$ cat src/rtl/owm_pkg.sv
package owm_pkg;
  localparam int unsigned REG_W  = 16;
  localparam int unsigned ADDR_W = 3;
  localparam int unsigned BYTE_W = 8;

  localparam logic [ADDR_W-1:0] ADR_CTRL = 3'd0;
  localparam logic [ADDR_W-1:0] ADR_DIV  = 3'd1;
  localparam logic [ADDR_W-1:0] ADR_SRST = 3'd2;
  localparam logic [ADDR_W-1:0] ADR_DATA = 3'd4;
  localparam logic [ADDR_W-1:0] ADR_STAT = 3'd5;
  localparam logic [ADDR_W-1:0] ADR_IEN  = 3'd6;

  localparam int unsigned CB_RST  = 7;
  localparam int unsigned CB_PRES = 6;
  localparam int unsigned CB_W0   = 5;
  localparam int unsigned CB_W1   = 4;
  localparam int unsigned CB_RBIT = 3;

  localparam int unsigned SB_LO = 2;
  localparam int unsigned SB_HI = 5;

  typedef enum logic [1:0] {ENG_IDLE, ENG_RESET, ENG_SLOT} eng_state_e;
  typedef enum logic [1:0] {SH_IDLE, SH_REQ, SH_WAIT} sh_state_e;
endpackage

$ cat src/rtl/owm_timebase.sv
module owm_timebase #(
  parameter int unsigned DIV_W = 16
) (
  input  logic             clk,
  input  logic             rst_n,
  input  logic [DIV_W-1:0] div_val,
  input  logic             restart,
  output logic             tick
);
  logic [DIV_W-1:0] cnt_q, cnt_d;

  assign tick = (cnt_q >= div_val);

  always_comb begin
    if (restart)   cnt_d = '0;
    else if (tick) cnt_d = '0;
    else           cnt_d = cnt_q + 1'b1;
  end

  always_ff @(posedge clk or negedge rst_n) begin
    if (!rst_n) cnt_q <= '0;
    else        cnt_q <= cnt_d;
  end


  tick_spacing_chk: assert property (@(posedge clk) disable iff (!rst_n)
    (tick && !restart && div_val != '0) |=> !tick);
endmodule

$ cat src/rtl/owm_slot_engine.sv
module owm_slot_engine
  import owm_pkg::*;
#(
  parameter int unsigned RST_LOW   = 480,
  parameter int unsigned PRES_AT   = 70,
  parameter int unsigned RST_TAIL  = 410,
  parameter int unsigned W0_LOW    = 60,
  parameter int unsigned W1_LOW    = 6,
  parameter int unsigned SAMPLE_AT = 15,
  parameter int unsigned SLOT_LEN  = 60,
  parameter int unsigned REC       = 10
) (
  input  logic clk,
  input  logic rst_n,
  input  logic abort,
  input  logic tick,
  input  logic start_rst,
  input  logic start_slot,
  input  logic slot_val,
  input  logic line_in,
  output logic launch,
  output logic slot_done,
  output logic rst_busy,
  output logic w0_busy,
  output logic w1_busy,
  output logic busy,
  output logic line_oe,
  output logic presence,
  output logic rd_bit
);
  localparam int unsigned RST_TOTAL  = RST_LOW + PRES_AT + RST_TAIL;
  localparam int unsigned SLOT_TOTAL = SLOT_LEN + REC;
  localparam int unsigned CNT_W      = $clog2(RST_TOTAL + 1);
  localparam logic [CNT_W-1:0] C_RST_LAST  = CNT_W'(RST_TOTAL - 1);
  localparam logic [CNT_W-1:0] C_PRES      = CNT_W'(RST_LOW + PRES_AT);
  localparam logic [CNT_W-1:0] C_RST_LOW   = CNT_W'(RST_LOW);
  localparam logic [CNT_W-1:0] C_SLOT_LAST = CNT_W'(SLOT_TOTAL - 1);
  localparam logic [CNT_W-1:0] C_SAMPLE    = CNT_W'(SAMPLE_AT);
  localparam logic [CNT_W-1:0] C_W0_LOW    = CNT_W'(W0_LOW);
  localparam logic [CNT_W-1:0] C_W1_LOW    = CNT_W'(W1_LOW);

  eng_state_e       state_q, state_d;
  logic [CNT_W-1:0] cnt_q, cnt_d;
  logic             val_q, val_d, pres_q, pres_d, rdb_q, rdb_d;

  always_comb begin
    state_d   = state_q;
    cnt_d     = cnt_q;
    val_d     = val_q;
    pres_d    = pres_q;
    rdb_d     = rdb_q;
    launch    = 1'b0;
    slot_done = 1'b0;
    case (state_q)
      ENG_IDLE: begin
        if (start_rst) begin
          state_d = ENG_RESET;
          cnt_d   = '0;
          launch  = 1'b1;
        end else if (start_slot) begin
          state_d = ENG_SLOT;
          cnt_d   = '0;
          val_d   = slot_val;
          launch  = 1'b1;
        end
      end
      ENG_RESET: begin
        if (tick) begin
          if (cnt_q == C_PRES) pres_d = ~line_in;
          if (cnt_q == C_RST_LAST) state_d = ENG_IDLE;
          else                     cnt_d   = cnt_q + 1'b1;
        end
      end
      ENG_SLOT: begin
        if (tick) begin
          if (val_q && cnt_q == C_SAMPLE) rdb_d = line_in;
          if (cnt_q == C_SLOT_LAST) begin
            state_d   = ENG_IDLE;
            slot_done = 1'b1;
          end else begin
            cnt_d = cnt_q + 1'b1;
          end
        end
      end
      default: state_d = ENG_IDLE;
    endcase
    if (abort) begin
      state_d   = ENG_IDLE;
      cnt_d     = '0;
      launch    = 1'b0;
      slot_done = 1'b0;
    end
  end

  always_ff @(posedge clk or negedge rst_n) begin
    if (!rst_n) begin
      state_q <= ENG_IDLE;
      cnt_q   <= '0;
      val_q   <= 1'b0;
      pres_q  <= 1'b0;
      rdb_q   <= 1'b0;
    end else begin
      state_q <= state_d;
      cnt_q   <= cnt_d;
      val_q   <= val_d;
      pres_q  <= pres_d;
      rdb_q   <= rdb_d;
    end
  end

  assign rst_busy = (state_q == ENG_RESET);
  assign w0_busy  = (state_q == ENG_SLOT) && !val_q;
  assign w1_busy  = (state_q == ENG_SLOT) && val_q;
  assign busy     = (state_q != ENG_IDLE);
  assign line_oe  = (rst_busy && cnt_q < C_RST_LOW) ||
                    (w0_busy && cnt_q < C_W0_LOW) ||
                    (w1_busy && cnt_q < C_W1_LOW);
  assign presence = pres_q;
  assign rd_bit   = rdb_q;


  oe_launch_chk: assert property (@(posedge clk) disable iff (!rst_n)
    $rose(line_oe) |-> $past(launch));

  busy_ignore_chk: assert property (@(posedge clk) disable iff (!rst_n)
    (state_q == ENG_SLOT && start_rst && !slot_done) |=> (state_q != ENG_RESET));

  pres_hold_chk: assert property (@(posedge clk) disable iff (!rst_n)
    (state_q != ENG_RESET) |=> $stable(pres_q));
endmodule

$ cat src/rtl/owm_byte_shifter.sv
module owm_byte_shifter
  import owm_pkg::*;
#(
  parameter int unsigned BW = BYTE_W
) (
  input  logic          clk,
  input  logic          rst_n,
  input  logic          abort,
  input  logic          wr_byte,
  input  logic [BW-1:0] wr_data,
  input  logic          rd_byte,
  input  logic          slot_grant,
  input  logic          slot_done,
  input  logic          rd_bit,
  output logic          slot_req,
  output logic          slot_bit,
  output logic          tbe,
  output logic          tsre,
  output logic          rbf,
  output logic          rsrf,
  output logic [BW-1:0] rx_byte
);
  localparam int unsigned IDX_W = $clog2(BW);
  localparam logic [IDX_W-1:0] IDX_LAST = IDX_W'(BW - 1);

  sh_state_e        st_q, st_d;
  logic [BW-1:0]    txbuf_q, txbuf_d, sh_q, sh_d, rxsh_q, rxsh_d, rxbuf_q, rxbuf_d;
  logic [BW-1:0]    rx_next;
  logic [IDX_W-1:0] idx_q, idx_d;
  logic             txfull_q, txfull_d, rbf_q, rbf_d, rsrf_q, rsrf_d;

  assign rx_next = {sh_q[0] & rd_bit, rxsh_q[BW-1:1]};

  always_comb begin
    st_d     = st_q;
    txbuf_d  = txbuf_q;
    txfull_d = txfull_q;
    sh_d     = sh_q;
    idx_d    = idx_q;
    rxsh_d   = rxsh_q;
    rxbuf_d  = rxbuf_q;
    rbf_d    = rbf_q;
    rsrf_d   = rsrf_q;
    if (rd_byte) begin
      if (rsrf_q) begin
        rxbuf_d = rxsh_q;
        rsrf_d  = 1'b0;
      end else begin
        rbf_d = 1'b0;
      end
    end
    case (st_q)
      SH_IDLE: begin
        if (txfull_q && !rsrf_q) begin
          sh_d     = txbuf_q;
          txfull_d = 1'b0;
          idx_d    = '0;
          st_d     = SH_REQ;
        end
      end
      SH_REQ: if (slot_grant) st_d = SH_WAIT;
      SH_WAIT: begin
        if (slot_done) begin
          sh_d = sh_q >> 1;
          if (idx_q == IDX_LAST) begin
            st_d = SH_IDLE;
            if (!rbf_d) begin
              rxbuf_d = rx_next;
              rbf_d   = 1'b1;
            end else begin
              rxsh_d = rx_next;
              rsrf_d = 1'b1;
            end
          end else begin
            rxsh_d = rx_next;
            idx_d  = idx_q + 1'b1;
            st_d   = SH_REQ;
          end
        end
      end
      default: st_d = SH_IDLE;
    endcase
    if (wr_byte) begin
      txbuf_d  = wr_data;
      txfull_d = 1'b1;
    end
    if (abort) begin
      st_d     = SH_IDLE;
      txfull_d = 1'b0;
      rbf_d    = 1'b0;
      rsrf_d   = 1'b0;
      idx_d    = '0;
    end
  end

  always_ff @(posedge clk or negedge rst_n) begin
    if (!rst_n) begin
      st_q     <= SH_IDLE;
      txbuf_q  <= '0;
      txfull_q <= 1'b0;
      sh_q     <= '0;
      idx_q    <= '0;
      rxsh_q   <= '0;
      rxbuf_q  <= '0;
      rbf_q    <= 1'b0;
      rsrf_q   <= 1'b0;
    end else begin
      st_q     <= st_d;
      txbuf_q  <= txbuf_d;
      txfull_q <= txfull_d;
      sh_q     <= sh_d;
      idx_q    <= idx_d;
      rxsh_q   <= rxsh_d;
      rxbuf_q  <= rxbuf_d;
      rbf_q    <= rbf_d;
      rsrf_q   <= rsrf_d;
    end
  end

  assign slot_req = (st_q == SH_REQ);
  assign slot_bit = sh_q[0];
  assign tbe      = !txfull_q;
  assign tsre     = (st_q == SH_IDLE);
  assign rbf      = rbf_q;
  assign rsrf     = rsrf_q;
  assign rx_byte  = rxbuf_q;


  rsrf_needs_rbf_chk: assert property (@(posedge clk) disable iff (!rst_n)
    rsrf_q |-> rbf_q);

  stall_on_full_chk: assert property (@(posedge clk) disable iff (!rst_n)
    (rsrf_q && !rd_byte && !abort) |=> (st_q == SH_IDLE));
endmodule

$ cat src/rtl/owire_master.sv
module owire_master
  import owm_pkg::*;
#(
  parameter int unsigned DIV_W     = REG_W,
  parameter int unsigned DIV_RST   = 0,
  parameter int unsigned RST_LOW   = 480,
  parameter int unsigned PRES_AT   = 70,
  parameter int unsigned RST_TAIL  = 410,
  parameter int unsigned W0_LOW    = 60,
  parameter int unsigned W1_LOW    = 6,
  parameter int unsigned SAMPLE_AT = 15,
  parameter int unsigned SLOT_LEN  = 60,
  parameter int unsigned REC       = 10
) (
  input  logic        clk,
  input  logic        rst_n,
  input  logic        bus_wr,
  input  logic        bus_rd,
  input  logic [2:0]  bus_addr,
  input  logic [15:0] bus_wdata,
  output logic [15:0] bus_rdata,
  output logic        dq_oe,
  input  logic        dq_in,
  output logic        irq
);
  localparam int unsigned SB_N = SB_HI - SB_LO + 1;

  logic [1:0]       rst_sync_q;
  logic             rst_ni;
  logic [1:0]       dq_sync_q;
  logic [DIV_W-1:0] div_q;
  logic [SB_N-1:0]  ien_q, stat;
  logic             div_we, ien_we, ctrl_we, sreset;
  logic             c_rst, c_w0, c_w1, c_any;
  logic             tick, launch, slot_done, rst_busy, w0_busy, w1_busy, busy;
  logic             presence, rd_bit, line_oe;
  logic             sh_req, sh_bit, grant, tbe, tsre, rbf, rsrf;
  logic [BYTE_W-1:0] rx_byte;

  always_ff @(posedge clk or negedge rst_n) begin
    if (!rst_n) rst_sync_q <= 2'b00;
    else        rst_sync_q <= {rst_sync_q[0], 1'b1};
  end
  assign rst_ni = rst_sync_q[1];

  always_ff @(posedge clk or negedge rst_ni) begin
    if (!rst_ni) dq_sync_q <= 2'b11;
    else         dq_sync_q <= {dq_sync_q[0], dq_in};
  end

  assign ctrl_we = bus_wr && bus_addr == ADR_CTRL;
  assign div_we  = bus_wr && bus_addr == ADR_DIV;
  assign ien_we  = bus_wr && bus_addr == ADR_IEN;
  assign sreset  = bus_wr && bus_addr == ADR_SRST && bus_wdata[0];
  assign c_rst   = ctrl_we && bus_wdata[CB_RST];
  assign c_w0    = ctrl_we && bus_wdata[CB_W0];
  assign c_w1    = ctrl_we && bus_wdata[CB_W1];
  assign c_any   = c_rst || c_w0 || c_w1;
  assign grant   = sh_req && !c_any && !busy && !sreset;

  always_ff @(posedge clk or negedge rst_ni) begin
    if (!rst_ni) begin
      div_q <= DIV_W'(DIV_RST);
      ien_q <= '0;
    end else begin
      if (div_we) div_q <= bus_wdata[DIV_W-1:0];
      if (ien_we) ien_q <= bus_wdata[SB_HI:SB_LO];
    end
  end

  owm_timebase #(.DIV_W(DIV_W)) u_tb (
    .clk(clk), .rst_n(rst_ni), .div_val(div_q), .restart(launch), .tick(tick)
  );

  owm_slot_engine #(
    .RST_LOW(RST_LOW), .PRES_AT(PRES_AT), .RST_TAIL(RST_TAIL), .W0_LOW(W0_LOW),
    .W1_LOW(W1_LOW), .SAMPLE_AT(SAMPLE_AT), .SLOT_LEN(SLOT_LEN), .REC(REC)
  ) u_eng (
    .clk(clk), .rst_n(rst_ni), .abort(sreset), .tick(tick),
    .start_rst(c_rst), .start_slot(c_w0 || c_w1 || grant),
    .slot_val((c_w0 || c_w1) ? !c_w0 : sh_bit),
    .line_in(dq_sync_q[1]), .launch(launch), .slot_done(slot_done),
    .rst_busy(rst_busy), .w0_busy(w0_busy), .w1_busy(w1_busy), .busy(busy),
    .line_oe(line_oe), .presence(presence), .rd_bit(rd_bit)
  );

  owm_byte_shifter #(.BW(BYTE_W)) u_sh (
    .clk(clk), .rst_n(rst_ni), .abort(sreset),
    .wr_byte(bus_wr && bus_addr == ADR_DATA && !sreset),
    .wr_data(bus_wdata[BYTE_W-1:0]),
    .rd_byte(bus_rd && bus_addr == ADR_DATA),
    .slot_grant(grant), .slot_done(slot_done), .rd_bit(rd_bit),
    .slot_req(sh_req), .slot_bit(sh_bit),
    .tbe(tbe), .tsre(tsre), .rbf(rbf), .rsrf(rsrf), .rx_byte(rx_byte)
  );

  assign stat  = {rsrf, rbf, tsre, tbe};
  assign irq   = |(stat & ien_q);
  assign dq_oe = line_oe;

  always_comb begin
    bus_rdata = '0;
    case (bus_addr)
      ADR_CTRL: begin
        bus_rdata[CB_RST]  = rst_busy;
        bus_rdata[CB_PRES] = presence;
        bus_rdata[CB_W0]   = w0_busy;
        bus_rdata[CB_W1]   = w1_busy;
        bus_rdata[CB_RBIT] = rd_bit;
      end
      ADR_DIV:  bus_rdata[DIV_W-1:0]   = div_q;
      ADR_DATA: bus_rdata[BYTE_W-1:0]  = rx_byte;
      ADR_STAT: bus_rdata[SB_HI:SB_LO] = stat;
      ADR_IEN:  bus_rdata[SB_HI:SB_LO] = ien_q;
      default:  bus_rdata = '0;
    endcase
  end


  abort_release_chk: assert property (@(posedge clk) disable iff (!rst_ni)
    sreset |=> (!dq_oe && !busy));
endmodule

$ cat config.mk
export PLATFORM = sky130hd
export DESIGN_NAME = owire_master
export DESIGN_NICKNAME = d
export VERILOG_FILES = /design/src/rtl/owm_pkg.sv /design/src/rtl/owm_timebase.sv /design/src/rtl/owm_slot_engine.sv /design/src/rtl/owm_byte_shifter.sv /design/src/rtl/owire_master.sv
export SDC_FILE = /design/constraint.sdc
export NUM_CORES = 1
export LEC_CHECK = 0
export BUFFER_PORTS_ARGS = -buffer_cell sky130_fd_sc_hd__clkbuf_2
export CAP_MARGIN = 20
export CORE_MARGIN = 1
export CORE_UTILIZATION = 50
export CTS_CLUSTER_DIAMETER = 80
export DETAILED_ROUTE_END_ITERATION = 8
export PLACE_DENSITY = 0.71
export RECOVER_POWER = 100
export SETUP_SLACK_MARGIN = 0.2
export SYNTH_ARGS = -nofsm -noshare
export SYNTH_HDL_FRONTEND = slang
export SYNTH_SLANG_ARGS = --single-unit
export TNS_END_PERCENT = 50
$ cat constraint.sdc
create_clock -name clk -period 2.95 [get_ports clk]
set_input_delay 0.59 -clock clk [delete_from_list [all_inputs] [get_ports clk]]
set_output_delay 0.59 -clock clk [all_outputs]
set_load 0.02 [all_outputs]
* After elaboration in Yosys (flattened, before gate mapping)
Index checks and enable logic that the tools add are counted.
** Storage, ports and cells
- Input port bits :: 24
- Logic and storage cells :: 182
- Bits in latches :: 0
- Memories :: 0
- Register bits :: 95
- Memory bits (writable) :: 0
- ROM bits :: 0
** Cells by class
- Muxes and demuxes :: 70
- Shifts and indexed selects :: 0
- Divide/modulo/power cells :: 0
- Magnitude comparators :: 4
- Eq/ne operators :: 28
- Multiply operators :: 0
- Bitwise operators :: 4
- Reduce and logical (&&, ||, !) cells :: 54
- Add/subtract/negate cells :: 3
** Operator list (count)
- 8-bit 2-to-1 mux :: 11
- 10-bit 2-to-1 mux :: 7
- 16-bit 2-to-1 mux :: 2
- 10-bit one-hot mux with 3 select lines :: 1
- 1-bit 2-to-1 mux :: 26
- 2-bit 2-to-1 mux :: 11
- 1-bit logical AND :: 21
- 10-bit equality test (second input constant) :: 2
- 3-bit inequality test (second input constant) :: 6
- 2-bit one-hot mux with 3 select lines :: 3
- 3-bit AND reduction :: 6
- 16-bit by 1-bit adder with 16-bit output (second input constant) :: 1
- 16-bit >= comparator :: 1
- 8-bit one-hot mux with 2 select lines :: 1
- 3-bit one-hot mux with 5 select lines :: 1
- 3-bit equality test (second input constant) :: 4
- 3-bit 2-to-1 mux :: 4
- 3-bit by 2-bit inequality test with 1-bit output (second input constant) :: 4
- 10-bit by 1-bit adder with 10-bit output (second input constant) :: 1
- 10-bit by 4-bit equality test with 1-bit output (second input constant) :: 1
- 10-bit by 7-bit equality test with 1-bit output (second input constant) :: 1
- 10-bit by 3-bit < comparator with 1-bit output (second input constant) :: 1
- 10-bit by 6-bit < comparator with 1-bit output (second input constant) :: 1
- 10-bit by 9-bit < comparator with 1-bit output (second input constant) :: 1
- 26 further kinds :: 45

* Depth between registers and ports, before layout
Gate-level depths: netlist (run 1).
- Depth in word-level cells :: 15
- Mapped depth :: 11
- Mapped depth without buffers :: 9

* Cells and area by module
Synthesis (run 1) repeated with hierarchy kept, for this count alone.
** Second synthesis, totals
- Cell total of the unflattened synthesis :: 515
- Area, all modules :: 5418.9 µm²
** Modules (own cells, without submodules)
- owm_byte_shifter :: area an instance 1741.7 µm², cells each 146, times used 1
- owire_master :: area an instance 1368.8 µm², cells each 118, times used 1
- owm_timebase :: area an instance 1242.4 µm², cells each 131, times used 1
- owm_slot_engine :: area an instance 1066.0 µm², cells each 120, times used 1

* Worst setup path before layout (run 1)
Ideal clock, no wire load.
- Path kind :: register to register
- From :: reg u_tb.cnt_q[1]
- To :: reg u_eng.state_q[0]
- Stages on the path, launching flop included :: 10
- Data arrival time :: 2.195 ns
- Slack :: 0.682 ns
- Path buffers :: 1
- Required time :: 2.878 ns
- Path through :: dfrtp_1 -> ha_1 -> nor2b_1 -> o211a_1 -> o311ai_1 -> nand4_1 -> buf_2 -> o211ai_1 -> mux2_1 -> nor2_1
** Between the ends
- Word-level cells in the longest chain between the ends :: 3
** Ends and longest elaborated chain
- start, declared :: RTL line owm_timebase.sv:10 : logic [DIV_W-1:0] cnt_q, cnt_d;
- start signal, assigned :: RTL line owm_timebase.sv:22 : else cnt_q <= cnt_d;
- 16-bit >= comparator * :: RTL line owm_timebase.sv:12 : assign tick = (cnt_q >= div_val);
- 3-bit inequality test (no line)
- 5-bit AND reduction (no line) *
- end signal, assigned :: RTL line owm_slot_engine.sv:103 : state_q <= state_d;
- end, declared :: RTL line owm_slot_engine.sv:42 : eng_state_e state_q, state_d;
Every way passes the cells marked *; elsewhere a longest branch is shown, timed or not.
A chain may end at the register's enable or synchronous reset.

* Final worst setup path (run 1)
- From :: in bus_addr[0]
- To :: out bus_rdata[10]
** Between the ends
- Word-level cells in the longest chain between the ends :: 2
** Ends and longest elaborated chain
- start, declared :: RTL line owire_master.sv:19 : input logic [2:0] bus_addr,
- 3-bit by 1-bit equality test with 1-bit output :: RTL line owire_master.sv:103 : case (bus_addr)
- 8-bit 2-to-1 mux :: RTL line owire_master.sv:103
- end, declared :: RTL line owire_master.sv:21 : output logic [15:0] bus_rdata,
Every way passes these cells.

==> results of run 1 <==
-- power breakdown --
part | total, W | switching, W | internal (W)
Sequential | 0.00190 | 0.000327 | 0.00157
Combinational | 0.00131 | 0.000724 | 0.000585
Clock | 0.000945 | 0.000442 | 0.000503
-- cells by family after synthesis --
family	count (synthesis)	share of synthesized area
XOR/XNOR	15	0.0249
AO/OA/AOI/OAI	91	0.107
other	1	0.000711
adder cells (fa/ha/maj)	25	0.0593
buffers and inverters	47	0.0392
flip-flops	95	0.451
multiplexers	58	0.119
AND/OR/NAND/NOR	200	0.198
-- metrics by stage --
step	util	instances	setup WS, ns	hold slack [ns]	cell area, um^2
final	0.564	714	0.285	0.308	5800
after global routing	0.564	714	0.105	0.293	5800
after CTS	0.570	714	0.253	0.287	5850
after detailed placement	0.547	697	0.361	0.299	5630
after global placement	0.547	697	0.443	0.293	5630
after floorplan	-	532	0.682	0.294	5270
-- worst paths after layout --
check | from | to | slack, ns | depth (start not counted)
worst max-delay path | bus_addr[0] | bus_rdata[10] | 0.29 | 6
worst min-delay path | dq_in | dq_sync_q[0] | 0.31 | 1
worst max register to register | u_tb.cnt_q[1] | u_sh.sh_q[1] | 0.32 | 8
worst min register to register | rst_sync_q[0] | rst_sync_q[1] | 0.36 | 0
max in group asynchronous | rst_sync_q[1] | u_tb.cnt_q[0] | 0.77 | 1
min in group asynchronous | rst_n | rst_sync_q[0] | 0.54 | 2
-- layout by cell type, fill, tap and decap left out, types with 5 or more instances in the layout --
cell type	instances
and2_0	7
xnor2_1	7
inv_1	25
o21ai_0	33
dfrtp_1	93
buf_4	5
nand3_1	21
mux2_2	30
nand2b_1	9
ha_1	25
nand2_1	62
xor2_1	8
mux2i_1	19
a22o_1	6
clkbuf_2	30
clkbuf_8	10
nor3b_1	7
nor2b_1	11
nor2_1	45
a21oi_1	28
nand4_1	7
mux2_1	9
clkbuf_1	18
-- repair_timing --
action | CTS | global route
setup endpoints to repair | 0 | 7
hold endpoints to repair | 2 | 0
hold buffers | 1 | 0
resized for setup | 0 | 2
-- flip-flops by register name, summed over array words and instances, names as in the netlist, 3 cells and up --
signal,flops
div_q,16
u_sh.sh_q,8
u_tb.cnt_q,16
u_eng.cnt_q,10
u_sh.txbuf_q,8
u_sh.rx_byte,8
ien_q,4
u_sh.idx_q,3
u_sh.rxsh_q,8
-- final cells by class --
cell class	instances	area [um^2]
multi-input combinational	390	2680
clock inverter	3	67.6
fill	956	4480
timing repair buffer	52	262
tap	136	170
clock buffer	13	149
inverter	25	93.8
sequential	95	2380
-- layer usage --
layer / track usage / part of all wire / up-vias
li1: - / - / 1945
met1: 0.311 / 0.47 / 1945
met2: 0.383 / 0.48 / 81
met3: 0.0262 / 0.030 / 15
met4: 0.101 / 0.020 / 0
met5: 0 / 0 / -
==> out/summary.txt, run 1 <==
Final setup fails: 0
CTS Sinks: 95
Hold crit path type: primary input to flop
CTS tree: done
Critical-path top delay cell: clkbuf_2
Antenna viol nets, final: 0
Netlist cell types: 57
Initial antenna violation count: 0
Clk_skew: 0.00862 ns
Worst Setup End Kind: output port
Root Buffer: clkbuf_8
Overall Global Routing Usage: 0.232
Static leakage: 2.67 nW
Final Hold Fails: 0
Maximum vdd ir drop: 0.000285 V
Synth area leaders: dfrtp_1 44%, mux2_2 6.6%, ha_1 5.9%
Crit Path Class: primary input to output port
Min Tclk post-route: 2.66 ns
Top Family by Delay on Critical Path: buffers and inverters
Die footprint: 11000 um^2
Cell with the most instances after synthesis: dfrtp_1
First drt pass iteration count: 5
Ports: 42
Required time of the worst setup path: 2.36 ns
Largest net degree at the start of global routing: 62
Clock Latency Late Sink: 0.36 ns
CP Launch Type: primary input
H-tree depth: 3
Most used flip-flop cell after synthesis: dfrtp_1
Initial Utilization: 0.513
Top cells by count, synth: 93 x dfrtp_1, 62 x nand2_1, 45 x nor2_1, 33 x o21ai_0, 31 x mux2_2
Vias per cell: 5.58
Avg Cell Area, Syn: 9.91 um^2
Area growth syn-to-layout: 9.94%
Row cnt: 37
Drt total wl: 11.7 mm
Seq/Total Area, Yosys: 0.451
Buffers on Ports: 41
Buf/Inv on CP: 3
Cell Chain, Critical Path: clkbuf_2, nor2b_1, nor2b_1, clkbuf_1, and2_1, clkbuf_1
Pwr Total: 0.00416 W
Share of async-settable or async-resettable flops after synthesis: 1.00
Bufs on Longest Clock Path: 2
Remaining Overflow, GRT: 0
Slew Limit Fails: 0
DP HPWL: 8.70 mm
Die height: 105 um
F_max: 0.375 GHz
TNS Setup: 0 ns
Slew @ Worst Pin: 1.37 ns
CTS Buf Count: 9
Ratio of cells with drive above 1 in the final layout: 0.156
Synth Warn #: 0
Syn nets: 581
N_diodes: 0
Unrepaired setup endpoints after global routing: yes
Clock transition at path regs: 0.08 ns
Crit path max fanout: 16
Worst Path Arrival: 2.07 ns
Cell Pwr Density: 717 nW/um^2
Synth area leader: dfrtp_1
Reported max-cap violation count: 0
Rel. slew slack: 0.0884
Post-Syn Area: 5270 um^2
Postcts setup bufs: 0
Post-synth EDFFs: 0
Max incr delay on CP: 0.31 ns
Vias in the first global route: 4121
Final #Nets: 622
Post-synthesis instance total: 532
Average routed wire per standard cell: 16.3 um
Status: finished clean
Vias post-DR: 3986
First-pass GRT wire length: 20.1 mm
Remaining DRCs: 0
CORE AREA: 10300 um^2
Synth Register Bits: 95
Share of the synthesized area in the top cell type: 0.441
Fin crit share: 0.903
1st-iter DRT viols: 182
Die width: 105 um
GPL Wtd Cong: 0.827
Note: power is estimated with default switching activity, not from simulation.
==> run 2: changes to the inputs <==
--- a/config.mk
+++ b/config.mk
@@ -7,8 +7,9 @@
 export LEC_CHECK = 0
 export BUFFER_PORTS_ARGS = -buffer_cell sky130_fd_sc_hd__clkbuf_2
 export CAP_MARGIN = 20
-export CORE_MARGIN = 1
+export CORE_MARGIN = 2
 export CORE_UTILIZATION = 50
+export CTS_BUF_LIST = sky130_fd_sc_hd__clkbuf_8
 export CTS_CLUSTER_DIAMETER = 80
 export DETAILED_ROUTE_END_ITERATION = 8
 export PLACE_DENSITY = 0.71
==> run 2 against run 1 <==
Compared with the run above:
- the flow now finishes with violations (max-capacitance violations, max-slew violations)
- design area grew 0.15%
- sequential power hardly changed
- total power increased by 0.23%
- non-clock buffer count down 1
- routed wire length rose by 0.37%
- global-route usage is 0.93 points lower
- critical path depth unchanged
- utilization rose by 0.085 points
- first-iteration DRC count is 0.55% higher
==> out/summary.txt, run 2 (synthesis gave the netlist of run 1 again) <==
Row cnt: 37 (unchanged)
Bufs on Longest Clock Path: 2 (unchanged)
Ratio of cells with drive above 1 in the final layout: 0.165 (was 0.156)
CTS tree: done (unchanged)
Vias post-DR: 3994 (was 3986)
Slew @ Worst Pin: 1.54 ns (was 1.37 ns)
First drt pass iteration count: 6 (was 5)
Average routed wire per standard cell: 16.4 um (was 16.3 um)
Hold crit path type: primary input to flop (unchanged)
Largest net degree at the start of global routing: 56 (was 62)
CP Launch Type: primary input (unchanged)
Initial antenna violation count: 0 (unchanged)
Final setup fails: 0 (unchanged)
Worst r2r src: u_tb.cnt_q[1] (unchanged)
Buffers on Ports: 41 (unchanged)
Hold Path Sink: dq_sync_q[0] (unchanged)
Vias per cell: 5.60 (was 5.58)
Fin area: 5810 um^2 (was 5800 um^2)
N_diodes: 0 (unchanged)
Hold Crit Start: dq_in (unchanged)
Finished Layout Cells: 713 (was 714)
Required time of the worst setup path: 2.36 ns (about the same)
Area growth syn-to-layout: 10.1% (was 9.94%)
Clock Latency Late Sink: 0.38 ns (was 0.36 ns)
DP HPWL: 8.63 mm (was 8.70 mm)
R2R setup slack: 0.36 ns (was 0.32 ns)
CTS Buf Count: 9 (unchanged)
Vias in the first global route: 4035 (was 4121)
F_max: 0.367 GHz (was 0.375 GHz)
Drt total wl: 11.7 mm (about the same)
Slew Limit Fails: 40 (was 0)
Crit Path Class: primary input to output port (unchanged)
Min Tclk post-route: 2.72 ns (was 2.66 ns)
Status: complete, but fails checks (was finished clean)
TNS Setup: 0 ns (unchanged)
Crit path max fanout: 16 (unchanged)
Largest regs: div_q x16, u_tb.cnt_q x16, u_eng.cnt_q x10 (unchanged)
R2r worst-path depth: 9 (was 8)
Root Buffer: clkbuf_8 (unchanged)
CTS Sinks: 95 (unchanged)
Static leakage: 2.66 nW (was 2.67 nW)
CORE AREA: 10300 um^2 (unchanged)
Placed insts: 696 (was 697)
Critical-path top delay cell: clkbuf_2 (unchanged)
Final Hold Fails: 0 (unchanged)
Rel. slew slack: -0.0274 (was 0.0884)
Maximum vdd ir drop: 0.000454 V (was 0.000285 V)
Fin crit share: 0.923 (was 0.903)
WHS Path Cells: 1 (unchanged)
Reported max-cap violation count: 1 (was 0)
GPL Wtd Cong: 0.857 (was 0.827)
Ports: 42 (unchanged)
First-pass GRT wire length: 19.9 mm (was 20.1 mm)
Die height: 107 um (was 105 um)
Register area: 2380 um^2 (unchanged)
Overall Global Routing Usage: 0.223 (was 0.232)
Die width: 107 um (was 105 um)
Remaining DRCs: 0 (unchanged)
FF-to-FF End: u_eng.state_q[0] (was u_sh.sh_q[1])
Postcts setup bufs: 0 (unchanged)
Antenna viol nets, final: 0 (unchanged)
Remaining Overflow, GRT: 0 (unchanged)
Max incr delay on CP: 0.34 ns (was 0.31 ns)
Most common cell after layout, fill and taps aside: dfrtp_1 (unchanged)
Hold_ws: 0.279 ns (was 0.308 ns)
Initial Utilization: 0.513 (unchanged)
Commonest cells after routing, fill and taps aside: 93 x dfrtp_1, 62 x nand2_1, 45 x nor2_1 (unchanged)
Die footprint: 11400 um^2 (was 11000 um^2)
1st-iter DRT viols: 183 (was 182)
FILL cells: 965 (was 956)
Clock transition at path regs: 0.09 ns (was 0.08 ns)
Failing checks: max-capacitance violations, max-slew violations
Final #Nets: 621 (was 622)
Clk_skew: 0.00834 ns (was 0.00862 ns)
Cell Chain, Critical Path: clkbuf_2, nor2b_1, nor2b_1, clkbuf_1, and2_0, clkbuf_2 (was clkbuf_2, nor2b_1, nor2b_1, clkbuf_1, and2_1, clkbuf_1)
Multi-input gate area: 2690 um^2 (was 2680 um^2)
Post-placement cell area: 5620 um^2 (was 5630 um^2)
Cell Pwr Density: 717 nW/um^2 (about the same)
H-tree depth: 3 (unchanged)
Worst Setup End Kind: output port (unchanged)
Worst Path Arrival: 2.13 ns (was 2.07 ns)
Unrepaired setup endpoints after global routing: yes (unchanged)
-- run 2: layer usage --
layer	routed length (um)	global-route usage	vias to the layer above	share of wire
li1	-	-	1938	-
met1	5250	0.299	1933	0.45
met2	5630	0.356	104	0.48
met3	579	0.0505	19	0.049
met4	247	0.0807	0	0.021
met5	0	0	-	0
-- run 2: final cells by class --
| type | count | share of cell area |
|---|---|---|
| multi-input cells | 390 | 0.464 |
| inverters | 25 | 0.0162 |
| clock buffers | 12 | 0.0284 |
| repair buffers | 51 | 0.0438 |
| clock inverters | 4 | 0.00884 |
| well taps | 136 | 0.0293 |
| flip-flops and latches | 95 | 0.410 |
-- run 2: critical path, delay by kind of cell --
kind / cells / cell delay (ns)
simple gates: 3 / 0.68
buf+inv: 3 / 0.85
-- run 2: timing repair --
| action | 4_1_cts | 5_1_grt |
|---|---|---|
| hold buffers | 1 | 0 |
| hold endpoints to repair | 2 | 0 |
| gates resized for setup | 0 | 4 |
| setup endpoints to repair | 0 | 16 |
-- run 2: worst max-delay path by stage --
stage	from	endpoint	slack, ns	cells after the start
after floorplan	u_tb.cnt_q[1]	u_eng.state_q[0]	0.68	9
after global placement	div_q[15]	u_sh.rx_byte[5]	0.44	9
after detailed placement	u_tb.cnt_q[1]	u_sh.sh_q[4]	0.39	8
after CTS	u_eng.state_q[0]	dq_oe	0.24	8
after global routing	bus_addr[0]	bus_rdata[13]	0.10	6
final	bus_addr[0]	bus_rdata[12]	0.23	6
-- run 2: through the flow --
stage	setup slack, ns	utilization	power [W]
6_report	0.226	0.565	0.00417
5_1_grt	0.103	0.565	0.00448
4_1_cts	0.236	0.569	0.00421
3_5_place_dp	0.391	0.547	0.00327
3_3_place_gp	0.442	0.547	0.00319
2_1_floorplan	0.682	-	0.00295
-- run 2: report_power, final --
| group | internal, W | switching [W] |
|---|---|---|
| sequential | 0.00157 | 0.000335 |
| combinational | 0.000592 | 0.000733 |
| clock | 0.000463 | 0.000467 |
| total | 0.00263 | 0.00154 |
==> run 3: changes to the inputs <==
--- a/config.mk
+++ b/config.mk
@@ -12,10 +12,11 @@
 export CTS_BUF_LIST = sky130_fd_sc_hd__clkbuf_8
 export CTS_CLUSTER_DIAMETER = 80
 export DETAILED_ROUTE_END_ITERATION = 8
-export PLACE_DENSITY = 0.71
+export PLACE_DENSITY_LB_ADDON = 0.08
 export RECOVER_POWER = 100
 export SETUP_SLACK_MARGIN = 0.2
 export SYNTH_ARGS = -nofsm -noshare
 export SYNTH_HDL_FRONTEND = slang
+export SYNTH_HIERARCHICAL = 1
 export SYNTH_SLANG_ARGS = --single-unit
 export TNS_END_PERCENT = 50
==> run 3 against run 2 <==
Compared with the run above:
- the run still ends with max-capacitance violations, max-slew violations left
- fmax increased by 0.80%
- sequential power decreased by 9.9%
- clock skew increased by 0.0045 ns
- clock-buffer cell count is 2 lower
- total power decreased by 4.2%
- sequential share of layout area is 2.8 points lower
- synthesized cell count down 3.2%
- clock power is 3.7% lower
==> out/summary.txt, run 3 <==
Status: complete, but fails checks (unchanged)
Failing checks: max-capacitance violations, max-slew violations (unchanged)
Remaining Overflow, GRT: 0 (unchanged)
Fraction of the mapped netlist area in simple logic gates: 0.184 (was 0.198)
Clk pwr share: 0.225 (was 0.223)
Row cnt: 38 (was 37)
Hold_ws: 0.286 ns (was 0.279 ns)
Crit path max fanout: 5 (was 16)
Largest regs: div_q x16, u_tb/cnt_q x16, u_eng/cnt_q x10 (was div_q x16, u_tb.cnt_q x16, u_eng.cnt_q x10)
Vias in the first global route: 3972 (was 4035)
Seq/Total Area, Yosys: 0.439 (was 0.451)
Slew @ Worst Pin: 1.71 ns (was 1.54 ns)
Synth Area in Compound Gates: 0.114 (was 0.107)
Final setup fails: 0 (unchanged)
Post-synthesis instance total: 515 (was 532)
CP Launch Type: flop (was primary input)
Root Buffer: clkbuf_8 (unchanged)
Bufs on Longest Clock Path: 2 (unchanged)
Share of the synthesized area in the top cell type: 0.429 (was 0.441)
Avg Cell Area, Syn: 10.5 um^2 (was 9.91 um^2)
DP HPWL: 9.02 mm (was 8.63 mm)
Static leakage: 2.87 nW (was 2.66 nW)
Initial antenna violation count: 0 (unchanged)
R2r worst-path depth: 11 (was 9)
CTS Sinks: 95 (unchanged)
Hold crit path type: primary input to flop (unchanged)
Post-synth EDFFs: 0 (unchanged)
Antenna viol nets, final: 0 (unchanged)
Average routed wire per standard cell: 16.7 um (was 16.4 um)
GR Util met2: 0.360 (was 0.356)
Required time of the worst setup path: 3.24 ns (was 2.36 ns)
Vias per cell: 5.58 (was 5.60)
N_diodes: 0 (unchanged)
Reported max-cap violation count: 1 (unchanged)
Die footprint: 11700 um^2 (was 11400 um^2)
Slew Limit Fails: 44 (was 40)
Rel. slew slack: -0.139 (was -0.0274)
TNS Setup: 0 ns (unchanged)
Grt met1 use: 0.304 (was 0.299)
R2R setup slack: 0.25 ns (was 0.36 ns)
CORE AREA: 10700 um^2 (was 10300 um^2)
Fin crit share: 0.916 (was 0.923)
GPL Wtd Cong: 0.841 (was 0.857)
Clock Latency Late Sink: 0.38 ns (about the same)
Largest net degree at the start of global routing: 44 (was 56)
Die width: 108 um (was 107 um)
Post-Syn Area: 5420 um^2 (was 5270 um^2)
Combinational share of power: 0.345 (was 0.318)
Netlist cell types: 70 (was 57)
Synth Register Bits: 95 (unchanged)
Cell Pwr Density: 640 nW/um^2 (was 717 nW/um^2)
Synth area leaders: dfrtp_1 43%, mux2_2 5.8%, ha_1 5.8% (was dfrtp_1 44%, mux2_2 6.6%, ha_1 5.9%)
Initial Utilization: 0.507 (was 0.513)
Largest family of logic cells by synthesized area: simple AND/OR/NAND/NOR gates (unchanged)
Most used flip-flop cell after synthesis: dfrtp_1 (unchanged)
1st-iter DRT viols: 167 (was 183)
Ports: 42 (unchanged)
Remaining DRCs: 0 (unchanged)
Drt total wl: 12.3 mm (was 11.7 mm)
Sw frac: 0.364 (was 0.369)
Share of async-settable or async-resettable flops after synthesis: 1.00 (unchanged)
Final Hold Fails: 0 (unchanged)
CTS tree: done (unchanged)
Clk_skew: 0.0128 ns (was 0.00834 ns)
Most common cell after layout, fill and taps aside: dfrtp_1 (unchanged)
Post-Synth Adder-Cell Area: 0.0577 (was 0.0593)
Top cells by count, synth: 93 x dfrtp_1, 39 x nand2_1, 35 x inv_1, 31 x nor2_1, 28 x mux2_2 (was 93 x dfrtp_1, 62 x nand2_1, 45 x nor2_1, 33 x o21ai_0, 31 x mux2_2)
Most Crowded Layer GR: met2 (unchanged)
Worst Path Arrival: 2.99 ns (was 2.13 ns)
Internal power: 0.00254 W (was 0.00263 W)
Grt met3 use: 0.0319 (was 0.0505)
Flop pwr share: 0.430 (was 0.459)
Syn nets: 564 (was 581)
H-tree depth: 3 (unchanged)
First drt pass iteration count: 4 (was 6)
Min Tclk post-route: 2.70 ns (was 2.72 ns)
Synth area leader: dfrtp_1 (unchanged)
Synth Area in XOR/XNOR: 0.0226 (was 0.0249)
Area growth syn-to-layout: 15.1% (was 10.1%)
Maximum vdd ir drop: 0.000369 V (was 0.000454 V)
Cell with the most instances after synthesis: dfrtp_1 (unchanged)
Vias post-DR: 4101 (was 3994)
CTS Buf Count: 9 (unchanged)
First-pass GRT wire length: 20.0 mm (was 19.9 mm)
Worst Setup End Kind: flop (was output port)
Crit Path Class: flop to flop (was primary input to output port)
Critical-path top delay cell: or3_1 (was clkbuf_2)
Overall Global Routing Usage: 0.224 (was 0.223)
WHS Path Cells: 1 (unchanged)
Buffers on Ports: 41 (unchanged)
Max incr delay on CP: 0.52 ns (was 0.34 ns)
Synth Warn #: 6 (was 0)
Clock transition at path regs: 0.10 ns (was 0.09 ns)
Commonest cells after routing, fill and taps aside: 90 x dfrtp_1, 39 x nand2_1, 34 x inv_1 (was 93 x dfrtp_1, 62 x nand2_1, 45 x nor2_1)
Die height: 108 um (was 107 um)
Unrepaired setup endpoints after global routing: yes (unchanged)
F_max: 0.370 GHz (was 0.367 GHz)
Ratio of cells with drive above 1 in the final layout: 0.245 (was 0.165)
Mux share of post-synthesis cell area: 0.132 (was 0.119)
Final #Nets: 639 (was 621)
Psw: 0.00145 W (was 0.00154 W)
Cell Chain, Critical Path: inv_2, ha_4, and4_4, nand2_2, a2111oi_4, nor2_1, nand2_1, o31ai_1, a311o_1, or3_1, o41ai_2 (was clkbuf_2, nor2b_1, nor2b_1, clkbuf_1, and2_0, clkbuf_2)
==> run 3: cell types whose count changed after synthesis, moves of 5 or more <==
cell	before	now
mux2i_1	19	25
nand3_1	21	12
and3_1	4	12
a21oi_1	28	17
o21ai_0	33	27
inv_1	25	35
nor2_4	0	8
o31ai_1	2	7
mux2_1	8	0
mux2_4	0	10
and2_1	10	3
nor2_1	45	31
nand2_1	62	39
==> run 3: power by group through the flow <==
| stage | sequential (W) | combinational, W | clock, W |
|---|---|---|---|
| 4_1_cts | 0.00173 | 0.00139 | 0.000930 |
| 3_5_place_dp | 0.00176 | 0.00136 | 0 |
| 5_1_grt | 0.00175 | 0.00154 | 0.000988 |
| 3_3_place_gp | 0.00175 | 0.00134 | 0 |
| 2_1_floorplan | 0.00171 | 0.00101 | 0 |
| 6_report | 0.00172 | 0.00138 | 0.000896 |
==> run 3: timing repair <==
action,CTS,global route
hold buffers,1,0
cloned,0,1
endpoints found under the hold margin,2,0
resized for setup,2,26
setup buffers,2,8
endpoints found under the setup margin,21,37
pin swaps,0,2
==> run 3: final timing paths <==
check / from / end
setup / recovery: div_q[13] / u_eng/cnt_q[5]
hold / removal: dq_in / dq_sync_q[0]
setup reg to reg: div_q[13] / u_eng/cnt_q[5]
hold reg to reg: dq_sync_q[0] / dq_sync_q[1]
max in group asynchronous: rst_sync_q[1] / u_sh/rsrf
min in group asynchronous: rst_n / rst_sync_q[0]
==> run 3: final cells by class <==
| cell class | count | area, um^2 |
|---|---|---|
| Fill cell | 961 | 4460 |
| Multi-Input combinational cell | 365 | 2850 |
| Sequential cell | 95 | 2380 |
| Timing Repair Buffer | 84 | 490 |
| Tap cell | 140 | 175 |
| Clock buffer | 10 | 138 |
| Inverter | 35 | 131 |
| Clock inverter | 6 | 67.6 |
==> run 3: stage by stage <==
step                std cells  setup WS [ns]  area [um^2]   util  total power [W]
global route              735          0.103         6240  0.583          0.00428
global placement          707          0.113         5920  0.553          0.00309
detailed placement        707         0.0365         5920  0.553          0.00312
finish                    735          0.248         6240  0.583          0.00399
CTS                       726          0.230         6170  0.577          0.00405
floorplan                 515          0.151         5420      -          0.00272
==> run 3: cell families (layout without fill, tap and decap cells) <==
| kind of cell | count (synthesis) | count (layout) |
|---|---|---|
| simple gates | 170 | 171 |
| fa+ha+maj | 25 | 25 |
| mux | 63 | 63 |
| flops | 95 | 95 |
| xor+xnor | 14 | 14 |
| compound gates | 91 | 91 |
| other cells | 1 | 1 |
| buf+inv | 56 | 135 |
==> run 3: critical path: cells and delay by family, from the launching register on <==
family | cells | cell delay, ns
and+or+nand+nor | 5 | 1.00
AOI/OAI and AO/OA | 4 | 0.88
DFF | 1 | 0.40
adders and majority gates | 1 | 0.26
buffers and inverters | 1 | 0.07
==> run 3: layer usage <==
layer	routed length, um	share of wire	vias to the layer above
li1	-	-	1989
met1	5580	0.45	2001
met2	5920	0.48	98
met3	541	0.044	13
met4	248	0.020	0
met5	0	0	-
